### config.mk
export PLATFORM = sky130hd
export DESIGN_NAME = cart_bank_mapper
export DESIGN_NICKNAME = d
export VERILOG_FILES = /design/src/rtl/cbm_pkg.sv /design/src/rtl/cbm_regs.sv /design/src/rtl/cbm_prg_map.sv /design/src/rtl/cbm_chr_map.sv /design/src/rtl/cart_bank_mapper.sv
export SDC_FILE = /design/constraint.sdc
export NUM_CORES = 1
export LEC_CHECK = 0
export CORE_ASPECT_RATIO = 0.7
export CORE_MARGIN = 3
export CORE_UTILIZATION = 46
export CTS_CLUSTER_DIAMETER = 40
export DETAILED_ROUTE_END_ITERATION = 7
export GPL_TIMING_DRIVEN = 0
export PLACE_DENSITY = 0.68
export SKIP_LAST_GASP = 1
export SYNTH_ARGS = -nofsm -noshare
export SYNTH_HDL_FRONTEND = slang
export SYNTH_SLANG_ARGS = --single-unit
### constraint.sdc
create_clock -name clk -period 6.4 [get_ports clk]
set_input_delay 1.6 -clock clk [delete_from_list [all_inputs] [get_ports clk]]
set_output_delay 1.6 -clock clk [all_outputs]
set_load 0.02 [all_outputs]
### src/rtl/cbm_pkg.sv
package cbm_pkg;
    typedef enum logic {
        MIR_STRAP   = 1'b0,
        MIR_LATCHED = 1'b1
    } mir_state_e;

    typedef struct packed {
        logic [3:0] hi;
        logic [3:0] lo;
    } chr_bank_t;

    localparam int PRG_OFS_W = 13;
    localparam int CHR_OFS_W = 10;
    localparam int NUM_SLOTS = 8;
    localparam int PRG_REG_W = 5;
endpackage

### src/rtl/cbm_regs.sv
module cbm_regs
    import cbm_pkg::*;
(
    input  logic                     clk,
    input  logic                     rst_n,
    input  logic                     cfg_mirror_horiz,
    input  logic [15:0]              cpu_addr,
    input  logic [7:0]               cpu_wdata,
    input  logic                     cpu_wr,
    output logic [PRG_REG_W-1:0]     prg_bank0,
    output logic [PRG_REG_W-1:0]     prg_bank1,
    output chr_bank_t [NUM_SLOTS-1:0] chr_banks,
    output mir_state_e               mir_state,
    output logic                     mirror_horiz
);
    logic [3:0] page;
    logic       sub_zero;
    logic       mir_wr;
    logic [3:0] pg_off;
    logic [2:0] slot;
    logic       mir_bit;
    mir_state_e mir_next;
    logic       unused_bits;

    assign page        = cpu_addr[15:12];
    assign sub_zero    = (cpu_addr[1:0] == 2'b00);
    assign mir_wr      = cpu_wr && (page == 4'h9) && sub_zero;
    assign pg_off      = page - 4'hB;
    assign slot        = {pg_off[1:0], cpu_addr[1]};
    assign unused_bits = ^{cpu_wdata[7:5], cpu_addr[11:2], pg_off[3:2]};

    // bank registers
    always_ff @(posedge clk or negedge rst_n) begin
        if (!rst_n) begin
            prg_bank0 <= '0;
            prg_bank1 <= '0;
            chr_banks <= '0;
        end else if (cpu_wr) begin
            unique case (page)
                4'h8: if (sub_zero) prg_bank0 <= cpu_wdata[PRG_REG_W-1:0];
                4'hA: if (sub_zero) prg_bank1 <= cpu_wdata[PRG_REG_W-1:0];
                4'hB, 4'hC, 4'hD, 4'hE: begin
                    if (cpu_addr[0]) chr_banks[slot].hi <= cpu_wdata[3:0];
                    else             chr_banks[slot].lo <= cpu_wdata[3:0];
                end
                default: ;
            endcase
        end
    end

    // mirroring state register
    always_ff @(posedge clk or negedge rst_n) begin
        if (!rst_n) begin
            mir_state <= MIR_STRAP;
            mir_bit   <= 1'b0;
        end else begin
            mir_state <= mir_next;
            if (mir_wr) mir_bit <= cpu_wdata[0];
        end
    end

    // next state
    always_comb begin
        mir_next = mir_state;
        unique case (mir_state)
            MIR_STRAP:   if (mir_wr) mir_next = MIR_LATCHED;
            MIR_LATCHED: mir_next = MIR_LATCHED;
            default:     mir_next = MIR_STRAP;
        endcase
    end

    // outputs
    always_comb begin
        unique case (mir_state)
            MIR_STRAP:   mirror_horiz = cfg_mirror_horiz;
            MIR_LATCHED: mirror_horiz = mir_bit;
            default:     mirror_horiz = cfg_mirror_horiz;
        endcase
    end
endmodule

### src/rtl/cbm_prg_map.sv
module cbm_prg_map
    import cbm_pkg::*;
#(
    parameter int PRG_BANKS = 11,
    localparam int PB_W     = (PRG_BANKS > 2) ? $clog2(PRG_BANKS) : 1,
    localparam int PRG_AW   = PB_W + PRG_OFS_W
) (
    input  logic [15:0]          cpu_addr,
    input  logic                 cpu_wr,
    input  logic [PRG_REG_W-1:0] prg_bank0,
    input  logic [PRG_REG_W-1:0] prg_bank1,
    output logic [PRG_AW-1:0]    prg_rom_addr,
    output logic                 prg_rom_sel,
    output logic [PRG_OFS_W-1:0] prg_ram_addr,
    output logic                 prg_ram_sel,
    output logic                 prg_ram_we
);
    localparam logic [PB_W-1:0] BANK_LAST = PB_W'(PRG_BANKS - 1);
    localparam logic [PB_W-1:0] BANK_PREV = PB_W'(PRG_BANKS - 2);

    logic [PB_W-1:0] red0;
    logic [PB_W-1:0] red1;
    logic [PB_W-1:0] bank;

    assign red0 = PB_W'(int'(prg_bank0) % PRG_BANKS);
    assign red1 = PB_W'(int'(prg_bank1) % PRG_BANKS);

    always_comb begin
        unique case (cpu_addr[15:13])
            3'b100:  bank = red0;
            3'b101:  bank = red1;
            3'b110:  bank = BANK_PREV;
            3'b111:  bank = BANK_LAST;
            default: bank = '0;
        endcase
    end

    assign prg_rom_addr = {bank, cpu_addr[PRG_OFS_W-1:0]};
    assign prg_rom_sel  = cpu_addr[15];
    assign prg_ram_sel  = (cpu_addr[15:13] == 3'b011);
    assign prg_ram_addr = cpu_addr[PRG_OFS_W-1:0];
    assign prg_ram_we   = prg_ram_sel && cpu_wr;
endmodule

### src/rtl/cbm_chr_map.sv
module cbm_chr_map
    import cbm_pkg::*;
#(
    parameter int CHR_BANKS = 13,
    localparam int CB_W     = (CHR_BANKS > 2) ? $clog2(CHR_BANKS) : 1,
    localparam int CHR_AW   = CB_W + CHR_OFS_W
) (
    input  logic [13:0]              pic_addr,
    input  chr_bank_t [NUM_SLOTS-1:0] chr_banks,
    output logic [CHR_AW-1:0]        chr_addr,
    output logic                     chr_sel
);
    logic [CB_W-1:0] slot_red [NUM_SLOTS];

    for (genvar g = 0; g < NUM_SLOTS; g++) begin : g_slot
        assign slot_red[g] = CB_W'(int'(chr_banks[g]) % CHR_BANKS);
    end

    assign chr_addr = {slot_red[pic_addr[12:10]], pic_addr[CHR_OFS_W-1:0]};
    assign chr_sel  = ~pic_addr[13];
endmodule

### src/rtl/cart_bank_mapper.sv
module cart_bank_mapper
    import cbm_pkg::*;
#(
    parameter int PRG_BANKS = 11,
    parameter int CHR_BANKS = 13,
    localparam int PB_W     = (PRG_BANKS > 2) ? $clog2(PRG_BANKS) : 1,
    localparam int CB_W     = (CHR_BANKS > 2) ? $clog2(CHR_BANKS) : 1,
    localparam int PRG_AW   = PB_W + PRG_OFS_W,
    localparam int CHR_AW   = CB_W + CHR_OFS_W
) (
    input  logic                 clk,
    input  logic                 rst_n,
    input  logic                 cfg_mirror_horiz,
    input  logic [15:0]          cpu_addr,
    input  logic [7:0]           cpu_wdata,
    input  logic                 cpu_wr,
    input  logic [13:0]          pic_addr,
    output logic [PRG_AW-1:0]    prg_rom_addr,
    output logic                 prg_rom_sel,
    output logic [PRG_OFS_W-1:0] prg_ram_addr,
    output logic                 prg_ram_sel,
    output logic                 prg_ram_we,
    output logic [CHR_AW-1:0]    chr_addr,
    output logic                 chr_sel,
    output logic                 mirror_horiz
);
    logic [PRG_REG_W-1:0]     prg_bank0;
    logic [PRG_REG_W-1:0]     prg_bank1;
    chr_bank_t [NUM_SLOTS-1:0] chr_banks;
    mir_state_e               mir_state;

    cbm_regs u_regs (
        .clk              (clk),
        .rst_n            (rst_n),
        .cfg_mirror_horiz (cfg_mirror_horiz),
        .cpu_addr         (cpu_addr),
        .cpu_wdata        (cpu_wdata),
        .cpu_wr           (cpu_wr),
        .prg_bank0        (prg_bank0),
        .prg_bank1        (prg_bank1),
        .chr_banks        (chr_banks),
        .mir_state        (mir_state),
        .mirror_horiz     (mirror_horiz)
    );

    cbm_prg_map #(.PRG_BANKS(PRG_BANKS)) u_prg (
        .cpu_addr     (cpu_addr),
        .cpu_wr       (cpu_wr),
        .prg_bank0    (prg_bank0),
        .prg_bank1    (prg_bank1),
        .prg_rom_addr (prg_rom_addr),
        .prg_rom_sel  (prg_rom_sel),
        .prg_ram_addr (prg_ram_addr),
        .prg_ram_sel  (prg_ram_sel),
        .prg_ram_we   (prg_ram_we)
    );

    cbm_chr_map #(.CHR_BANKS(CHR_BANKS)) u_chr (
        .pic_addr  (pic_addr),
        .chr_banks (chr_banks),
        .chr_addr  (chr_addr),
        .chr_sel   (chr_sel)
    );
endmodule

After elaboration in Yosys (flattened, before gate mapping):

Cells that the tools add are included.

* output and inout bits: 49
* bits of input ports: 42
* word-level logic and storage cells: 72
* register bits after elaboration: 76

* divide/modulo/power cells: 10
* reduce and logical (&&, ||, !) cells: 9
* eq/ne operators: 12
* bitwise logic cells: 3
* order comparisons: 3
* add/sub/neg operators: 1
* multiplexer cells: 14

Operator list (number)
* 9-bit by 5-bit remainder unit with 32-bit output, second input constant: 8
* 64-bit bitwise mux: 2
* 6-bit by 5-bit remainder unit with 32-bit output, second input constant: 2
* 64-bit two-way mux: 1
* 8-bit demux with 3-bit select: 2
* 4-bit equality test, second input constant: 7
* 4-bit one-hot mux with 4 select lines: 1
* 4-bit binary-select mux with 3-bit select: 1
* 3-bit equality test, second input constant: 4
* 4-bit two-way mux: 3
* 8-bit two-way mux: 1
* 3-bit AND reduction: 2
* 4-bit greater-or-equal comparator, second input constant: 1
* 1-bit logical AND: 4
* 3-bit by 4-bit < comparator with 1-bit output, second input constant: 1
* 3-bit NOT with 4-bit output: 1
* 1-bit one-hot mux with 2 select lines: 2
* 4-bit OR reduction: 1
* 3-bit by 2-bit equality test with 1-bit output, second input constant: 1
* 3-bit by 1-bit greater-or-equal comparator with 1-bit output, second input constant: 1
* 2-bit zero test: 1
* 1-bit NOT: 2
* 2-bit AND reduction: 1
* 2-bit subtractor, second input constant: 1
* 1-bit two-way mux: 1

Depth between registers and ports, before layout:

Gate-level depths: netlist of the first run.

* depth in word-level cells: 7
* mapped depth: 23

Modules after synthesis:

A second synthesis of the first run with hierarchy kept.

* cells, all modules: 1359
* area, all modules: 11033.1 µm²

Modules (own cells, without submodules)
* cbm_chr_map: times used 1, area each 7238.2 µm², cells each 1067, sequential area each 0.0 µm²
* cbm_regs: times used 1, area each 3060.4 µm², cells each 191, sequential area each 1901.8 µm²
* cbm_prg_map: times used 1, area each 734.5 µm², cells each 101, sequential area each 0.0 µm²

Least setup slack after synthesis of the first run:

No wires, ideal clock.

* kind: flip-flop to output port
* start point: register u_regs.chr_banks[29] (netlist name)
* end point: output port chr_addr[11]
* arrival time: 4.962 ns
* setup slack: -0.162 ns
* cell stages (with the launch flop): 24
* path through: dfrtp_1 > buf_2 > o21ai_1 > inv_1 > ha_1 > a21bo_1 > a221oi_1 > o22ai_1 > a211o_1 > buf_2 > mux2i_1 > a2bb2oi_1 > nor2_2 > xnor2_1 > ha_1 > inv_1 > a221o_1 > a211oi_1 > a211oi_2 > a21o_1 > mux2_1 > a211oi_1 > o211ai_1 > o2111ai_1

* word-level cells in the longest chain between the ends: 4

RTL lines
* 9-bit by 5-bit remainder unit with 32-bit output: line cbm_chr_map.sv:16 `assign slot_red[g] = CB_W'(int'(chr_banks[g]) % CHR_BANKS);`
* 4-bit binary-select mux with 3-bit select: line cbm_chr_map.sv:19 `assign chr_addr = {slot_red[pic_addr[12:10]], pic_addr[CHR_OFS_W-1:0]};`
* 4-bit two-way mux (not written as such) (2 in a row): line cbm_chr_map.sv:19
* end, declared: line cart_bank_mapper.sv:23 `output logic [CHR_AW-1:0] chr_addr,`

No other way between the ends. The select of a mux whose other input is x is not followed.

Worst setup path in the final report of the first run:

* start point: register u_regs.chr_banks[28] (netlist name)
* end point: output port chr_addr[11]

* word-level cells in the longest chain between the ends: 4

RTL lines (line)
* 9-bit by 5-bit remainder unit with 32-bit output: cbm_chr_map.sv:16
* 4-bit binary-select mux with 3-bit select: cbm_chr_map.sv:19
* 4-bit two-way mux (not written as such) (2 in a row): cbm_chr_map.sv:19

No other way between the ends. The select of a mux whose other input is x is not followed.

==> results of run 1 <==
## registers in the layout, indices dropped and copies added (netlist names)
| name | count |
|---|---|
| u_regs.mir_bit | 1 |
| u_regs.mir_state | 1 |
| u_regs.prg_bank0 | 5 |
| u_regs.prg_bank1 | 5 |
| u_regs.chr_banks | 64 |
## Yosys cell counts (all sizes together), types with 13 or more instances
cell / instances / area share (%)
nand2: 130 / 4.4
nand3b: 17 / 1.2
o22ai: 22 / 1.5
or3: 20 / 1.1
nor3: 45 / 2.2
nand2b: 26 / 1.5
a21o: 14 / 0.96
o21a: 22 / 1.5
clkbuf: 47 / 1.6
xnor2: 26 / 2.1
nor2b: 37 / 2.1
buf: 86 / 4.9
inv: 55 / 1.9
nand3: 48 / 2.2
a211o: 16 / 1.3
dfrtp: 76 / 17
nor2: 96 / 3.3
or2: 14 / 0.80
nand4: 20 / 1.1
o31ai: 15 / 1.0
ha: 26 / 3.0
a211oi: 29 / 2.3
mux2i: 27 / 2.5
mux2: 51 / 5.2
a21oi: 82 / 3.8
o211ai: 33 / 2.5
a31oi: 20 / 1.1
and3: 13 / 0.74
and2: 20 / 1.1
o21ai: 100 / 4.6
## power by group
group	switching (uW)	internal [uW]	leakage, uW
clock	234	317	0.000146
sequential	105	567	0.000911
combinational	2140	1630	0.00420
## critical path: cells and delay by family, from the launching register on
family / cells / cell delay (ns)
AO/OA/AOI/OAI: 12 / 2.52
adder cells (fa/ha/maj): 2 / 0.43
XOR/XNOR: 1 / 0.15
multiplexers: 1 / 0.30
flip-flops: 1 / 0.38
buffers and inverters: 4 / 0.38
AND/OR/NAND/NOR: 3 / 0.66
## per-stage QoR
stage               utilization, %  setup TNS, ns  cells
detailed placement            52.3          -6.72   1833
CTS                           55.7         -0.888   1864
finish                        57.6          -1.11   1885
global placement              52.2          -6.15   1832
floorplan                        -              0   1458
global route                  57.6          -2.07   1885
## per-layer routing
layer	part of all wire [%]	up-vias
li1	-	5739
met1	47	5724
met2	44	496
met3	7.1	67
met4	1.8	2
met5	0.050	-
## path summary, 6_finish.rpt
kind	startpoint	end	slack (ns)	cells past startpoint
max	u_regs.chr_banks[28]	chr_addr[11]	-0.36	23
max in group asynchronous	rst_n	u_regs.chr_banks[14]	4.54	2
min	u_regs.mir_state	u_regs.mir_state	0.49	1
max reg2reg	u_regs.chr_banks[2]	u_regs.chr_banks[2]	4.83	3
min in group asynchronous	rst_n	u_regs.chr_banks[55]	1.24	1
min reg2reg	u_regs.mir_state	u_regs.mir_state	0.49	1
## placed cells by master, fill, tap and decap left out, drive strengths merged, types with 27 or more instances in the layout
| cell | n |
|---|---|
| nand2 | 130 |
| mux2i | 27 |
| nor2b | 37 |
| nor3 | 45 |
| o21ai | 100 |
| a211oi | 29 |
| inv | 57 |
| a21oi | 82 |
| nor2 | 96 |
| buf | 131 |
| clkbuf | 54 |
| o211ai | 33 |
| nand3 | 48 |
| mux2 | 51 |
| clkdlybuf4s50 | 52 |
| dfrtp | 76 |
## cells by family after synthesis
| kind of cell | after synthesis | share of synthesized area [%] |
|---|---|---|
| AND/OR/NAND/NOR | 533 | 25.5 |
| AO/OA/AOI/OAI | 516 | 34.9 |
| buffers and inverters | 190 | 8.43 |
| multiplexers | 78 | 7.69 |
| flip-flops | 76 | 17.3 |
| XOR/XNOR | 33 | 2.63 |
| adder cells (fa/ha/maj) | 32 | 3.51 |
## area by class of cell
class,count,share of cell area [%]
plain buffers,127,5.40
clock buffers,10,1.80
clock inverters,6,0.537
inverters,57,1.64
multi-input cells,1192,66.2
flip-flops and latches,76,14.4
well taps,312,2.94
repair buffers,105,7.17
## repair_timing
item	CTS	global route
buffers inserted	20	22
hold buffers	0	0
pin swaps	30	35
resized for setup	106	63
endpoints found under the setup margin	8	6
==> impl_metrics.toml, run 1 <==
[floorplan]
start_util_pct = 47.7
placementRows = 46
dieArea_sq_um = 25800
die_w_um = 191
die_h_um = 135
io_pins = 91
coreArea_sq_um = 23000

[run_status]
status = "finished, violations left"
violations = "setup timing"

[power_and_ir_drop]
leakage_uw = 0.00526
power.density_nw_per_um2 = 377
ir_worst_vdd_mv = 0.188
finalPower_uw = 5000

[synthesis]
avgSynthCellArea_sq_um = 7.53
ys_types = 109
syn_inst = 1458
yosys_warnings = 0
async_reset_ff_share_pct = 100
yosys_most_used_dff = "dfrtp_1"
synth_fp_nets = 1526
syn-cell-area_sq_um = 11000
ys_seq_area_share_pct = 17.3
synth-seq-cells = 76
synth-edff-count = 0

[sta]
worst_slew_pin_slew_ns = 1.07
fin_ws_ns = -0.358
fmax_ghz = 0.148
drv_slew = 0
holdWs_ns = 0.491
fin_crit_sh_pct = 106
hold_violations = 0
setup_viol = 4
post-route-min-period_ns = 6.76
slew_headroom_pct = 28.5
rsz0062_at_grt = "yes"
skew_ns = 0

[placed_design]
globalplace.congestion = 0.941
pre_cts_slack_ns = -1.20
dp_hpwl_um = 24300
portBuffers = 62
placed_cell_area_sq_um = 12000

[clocking]
numCtsBuffers = 9
clock_latency_ns = 0.34
cts_sinks = 76
clk_pin_slew_ns = 0.06
clockRootBuffer = "clkbuf_16"
cts_buffer_depth = 2
tritoncts = "done"
htree_num_levels = 3

[final_layout]
seq_area_sq_um = 1910
final_area_sq_um = 13300
drive_above_1_share_pct = 22.8
nFillCells = 2108
nets = 1636
multi_input_area_sq_um = 8780
area_delta_synth_final_pct = 20.9
diodes = 0

[route]
wl_per_cell_um = 18.0
vias = 12028
firstDrtPassIters = 5
totalWireLength_um = 34000
drc = 0
drt-initial-drc-count = 1111
ant_nets = 0
viasPerCell = 6.38

[worst_setup_path]
crit_slowest_cell = "dfrtp_1"
critPathCaptureType = "output port"
cp.required_ns = 4.80
cp_slowest_stage_delay_ns = 0.38
path_cells = "buf_6 > o21ai_4 > inv_2 > ha_4 > nand2b_2 > o21ai_4 > a21boi_0 > or2_1 > a311o_1 > a2bb2oi_2 > nor2_4 > xnor2_2 > ha_2 > inv_2 > a221o_1 > a211oi_2 > a211oi_4 > a21o_1 > mux2_4 > a211oi_2 > o211ai_1 > o2111ai_2 > buf_6"
critPathMaxFanout = 3
critical_path_class = "reg2out"
arrival_ns = 5.16
startpoint_type = "flip-flop"

[global_route]
met2_usage_pct = 39.2
grt_pass1_vias = 10947
grtUsageTotal_pct = 25.4
met1_usage_pct = 37.4
use_met3_pct = 3.98
gr-total-overflow = 0
busiest_layer = "met2"
grt_pass1_wl_um = 55000
antenna_found_initial = 1
grt_max_degree = 42

[hold_path]
min_path_type = "reg2reg"

[run]
max_cap_violations = 0
(Power assumes the default switching activity.)
==> inputs of run 2 (changes only) <==
--- a/config.mk
+++ b/config.mk
@@ -7,11 +7,12 @@
 export LEC_CHECK = 0
 export CORE_ASPECT_RATIO = 0.7
 export CORE_MARGIN = 3
-export CORE_UTILIZATION = 46
+export CORE_UTILIZATION = 55
 export CTS_CLUSTER_DIAMETER = 40
 export DETAILED_ROUTE_END_ITERATION = 7
 export GPL_TIMING_DRIVEN = 0
-export PLACE_DENSITY = 0.68
+export PLACE_DENSITY = 0.79
+export SETUP_SLACK_MARGIN = 0.3
 export SKIP_LAST_GASP = 1
 export SYNTH_ARGS = -nofsm -noshare
 export SYNTH_HDL_FRONTEND = slang
==> run 2 against run 1 <==
Effect of this change:
- the run still ends with setup timing left
- sequential power down 0.7%
- sequential share of layout area grew 0.087 points
- non-clock buffer count is 8 higher
- clock power grew 3%
- die area decreased by 16%
==> impl_metrics.toml, run 2 (same netlist as run 1, synthesis figures left out) <==
[global_route]
grtUsageTotal_pct = 30.5
met2_usage_pct = 47.6
antenna_found_initial = 1
grt_pass1_vias = 10972
use_met3_pct = 4.40
grt_pass1_wl_um = 56300
met1_usage_pct = 44.7
grt_max_degree = 69
gr-total-overflow = 0
busiest_layer = "met2"

[worst_setup_path]
cp.required_ns = 4.80
crit_start = "u_regs.chr_banks[29]"
rr_worst_depth = 3
rr_startpoint = "u_regs.chr_banks[2]"
r2r_end = "u_regs.chr_banks[2]"
critPathMaxFanout = 5
critPathCaptureType = "output port"
crit_path_end = "chr_addr[11]"
arrival_ns = 5.25
rrSetupSlack_ns = 4.88
startpoint_type = "flip-flop"
critical_path_class = "reg2out"

[clocking]
tritoncts = "done"
clk_pin_slew_ns = 0.07
cts_sinks = 76
clockRootBuffer = "clkbuf_16"
htree_num_levels = 3
numCtsBuffers = 9
cts-hold-fix-buffers = 0
cts_buffer_depth = 2
clock_latency_ns = 0.35

[floorplan]
start_util_pct = 57.1
die_w_um = 175
dieArea_sq_um = 21700
coreArea_sq_um = 19200
die_h_um = 124
placementRows = 42
io_pins = 91

[placed_design]
dp_hpwl_um = 24500
portBuffers = 62
globalplace.congestion = 0.983
numPlacedInstances = 1785
placed_cell_area_sq_um = 12000

[run_status]
violations = "setup timing"
status = "finished, violations left"

[sta]
holdWs_ns = 0.508
worst_slew_pin_slew_ns = 0.962
skew_ns = 0
drv_slew = 0
fin_ws_ns = -0.453
fin_crit_sh_pct = 107
hold_violations = 0
setup_viol = 4
post-route-min-period_ns = 6.85
slew_headroom_pct = 35.8
fmax_ghz = 0.146
rsz0062_at_grt = "yes"

[route]
drc = 0
vias = 12362
drt-initial-drc-count = 1429
firstDrtPassIters = 7
wl_per_cell_um = 18.9
viasPerCell = 6.70
totalWireLength_um = 34900
ant_nets = 0

[final_layout]
top_regs = "u_regs.chr_banks: 64 flops, u_regs.prg_bank0: 5 flops, u_regs.prg_bank1: 5 flops"
final_common_cell = "nand2_1"
area_delta_synth_final_pct = 19.9
largest_reg_flops = 64
finalNonFillerCells = 1845
diodes = 0
final_area_sq_um = 13200
nets = 1644
top_register = "u_regs.chr_banks"
drive_above_1_share_pct = 21.8
nFillCells = 1598
layout_common_cells = "nand2_1, buf_4, nor2_1, o21ai_0, a21oi_1"

[hold_path]
min_path_type = "reg2reg"

[power_and_ir_drop]
power.density_nw_per_um2 = 382
leakage_uw = 0.00529
ir_worst_vdd_mv = 0.170

[run]
max_cap_violations = 0
run 2: changes by cell type in the layout (fill, tap and decap cells not counted), sizes merged:
cell           change
dlygate4sd2        -2
clkbuf             +3
clkinv             +1
bufinv             +1
clkinvlp           -2
inv                -1
clkdlybuf4s15      -1
buf               +10
clkdlybuf4s50      -1
run 2: routing by layer:
layer / vias to the layer above / part of all wire, %
li1: 5749 / -
met1: 5892 / 45
met2: 634 / 45
met3: 87 / 8.3
met4: 0 / 2.2
met5: - / 0
run 2: stage by stage:
step	util, %	total power, uW	setup TNS [ns]	worst slack (ns)
after floorplan	-	3150	0	0.207
after global placement	62.5	3790	-7.05	-1.09
after detailed placement	62.6	3860	-7.48	-1.15
after CTS	66.8	4700	-1.22	-0.373
after global routing	68.4	5380	-2.27	-0.630
final	68.4	5030	-1.47	-0.453
run 2: worst min path at each step:
stage | start | slack [ns] | to | cells after the start
5_1_grt | u_regs.prg_bank1[3] | 0.52 | u_regs.prg_bank1[3] | 1
3_3_place_gp | u_regs.prg_bank0[3] | 0.48 | u_regs.prg_bank0[3] | 1
2_1_floorplan | u_regs.mir_state | 0.45 | u_regs.mir_state | 1
4_1_cts | u_regs.prg_bank0[3] | 0.51 | u_regs.prg_bank0[3] | 1
3_5_place_dp | u_regs.prg_bank0[3] | 0.49 | u_regs.prg_bank0[3] | 1
6_report | u_regs.prg_bank0[3] | 0.51 | u_regs.prg_bank0[3] | 1
run 2: power breakdown:
| part | total, uW | internal, uW | switching, uW |
|---|---|---|---|
| registers | 667 | 567 | 100 |
| clock network | 568 | 344 | 223 |
| logic | 3790 | 1610 | 2180 |
run 2: what timing repair did:
item / CTS / global route
resized for setup: 108 / 47
pin swaps: 32 / 26
endpoints found under the setup margin: 8 / 8
setup buffers: 22 / 22
run 2: final cells by class:
cell class / instances / area, sq um / share of cell area (%)
Multi-Input combinational cell: 1192 / 8670 / 65.8
Inverter: 57 / 214 / 1.63
Sequential cell: 76 / 1900 / 14.4
Clock inverter: 5 / 85.1 / 0.646
Timing Repair Buffer: 107 / 971 / 7.38
Buffer: 133 / 763 / 5.80
Clock buffer: 11 / 233 / 1.77
Tap cell: 264 / 330 / 2.51
run 2: worst max-delay path, cell delays in order, from the launching register on:
cell	delay (ns)
dfrtp_1	0.37
buf_6	0.12
o21ai_4	0.15
inv_1	0.05
ha_1	0.27
nand2b_1	0.22
o21a_2	0.28
nor2_2	0.23
nor4b_1	0.28
a311o_1	0.18
a2bb2oi_2	0.23
nor2_4	0.07
xnor2_4	0.14
ha_2	0.24
a221o_1	0.36
a211oi_2	0.31
a211oi_4	0.07
a21o_1	0.22
mux2_4	0.34
a211oi_2	0.23
o211ai_1	0.16
o2111ai_2	0.21
buf_6	0.15
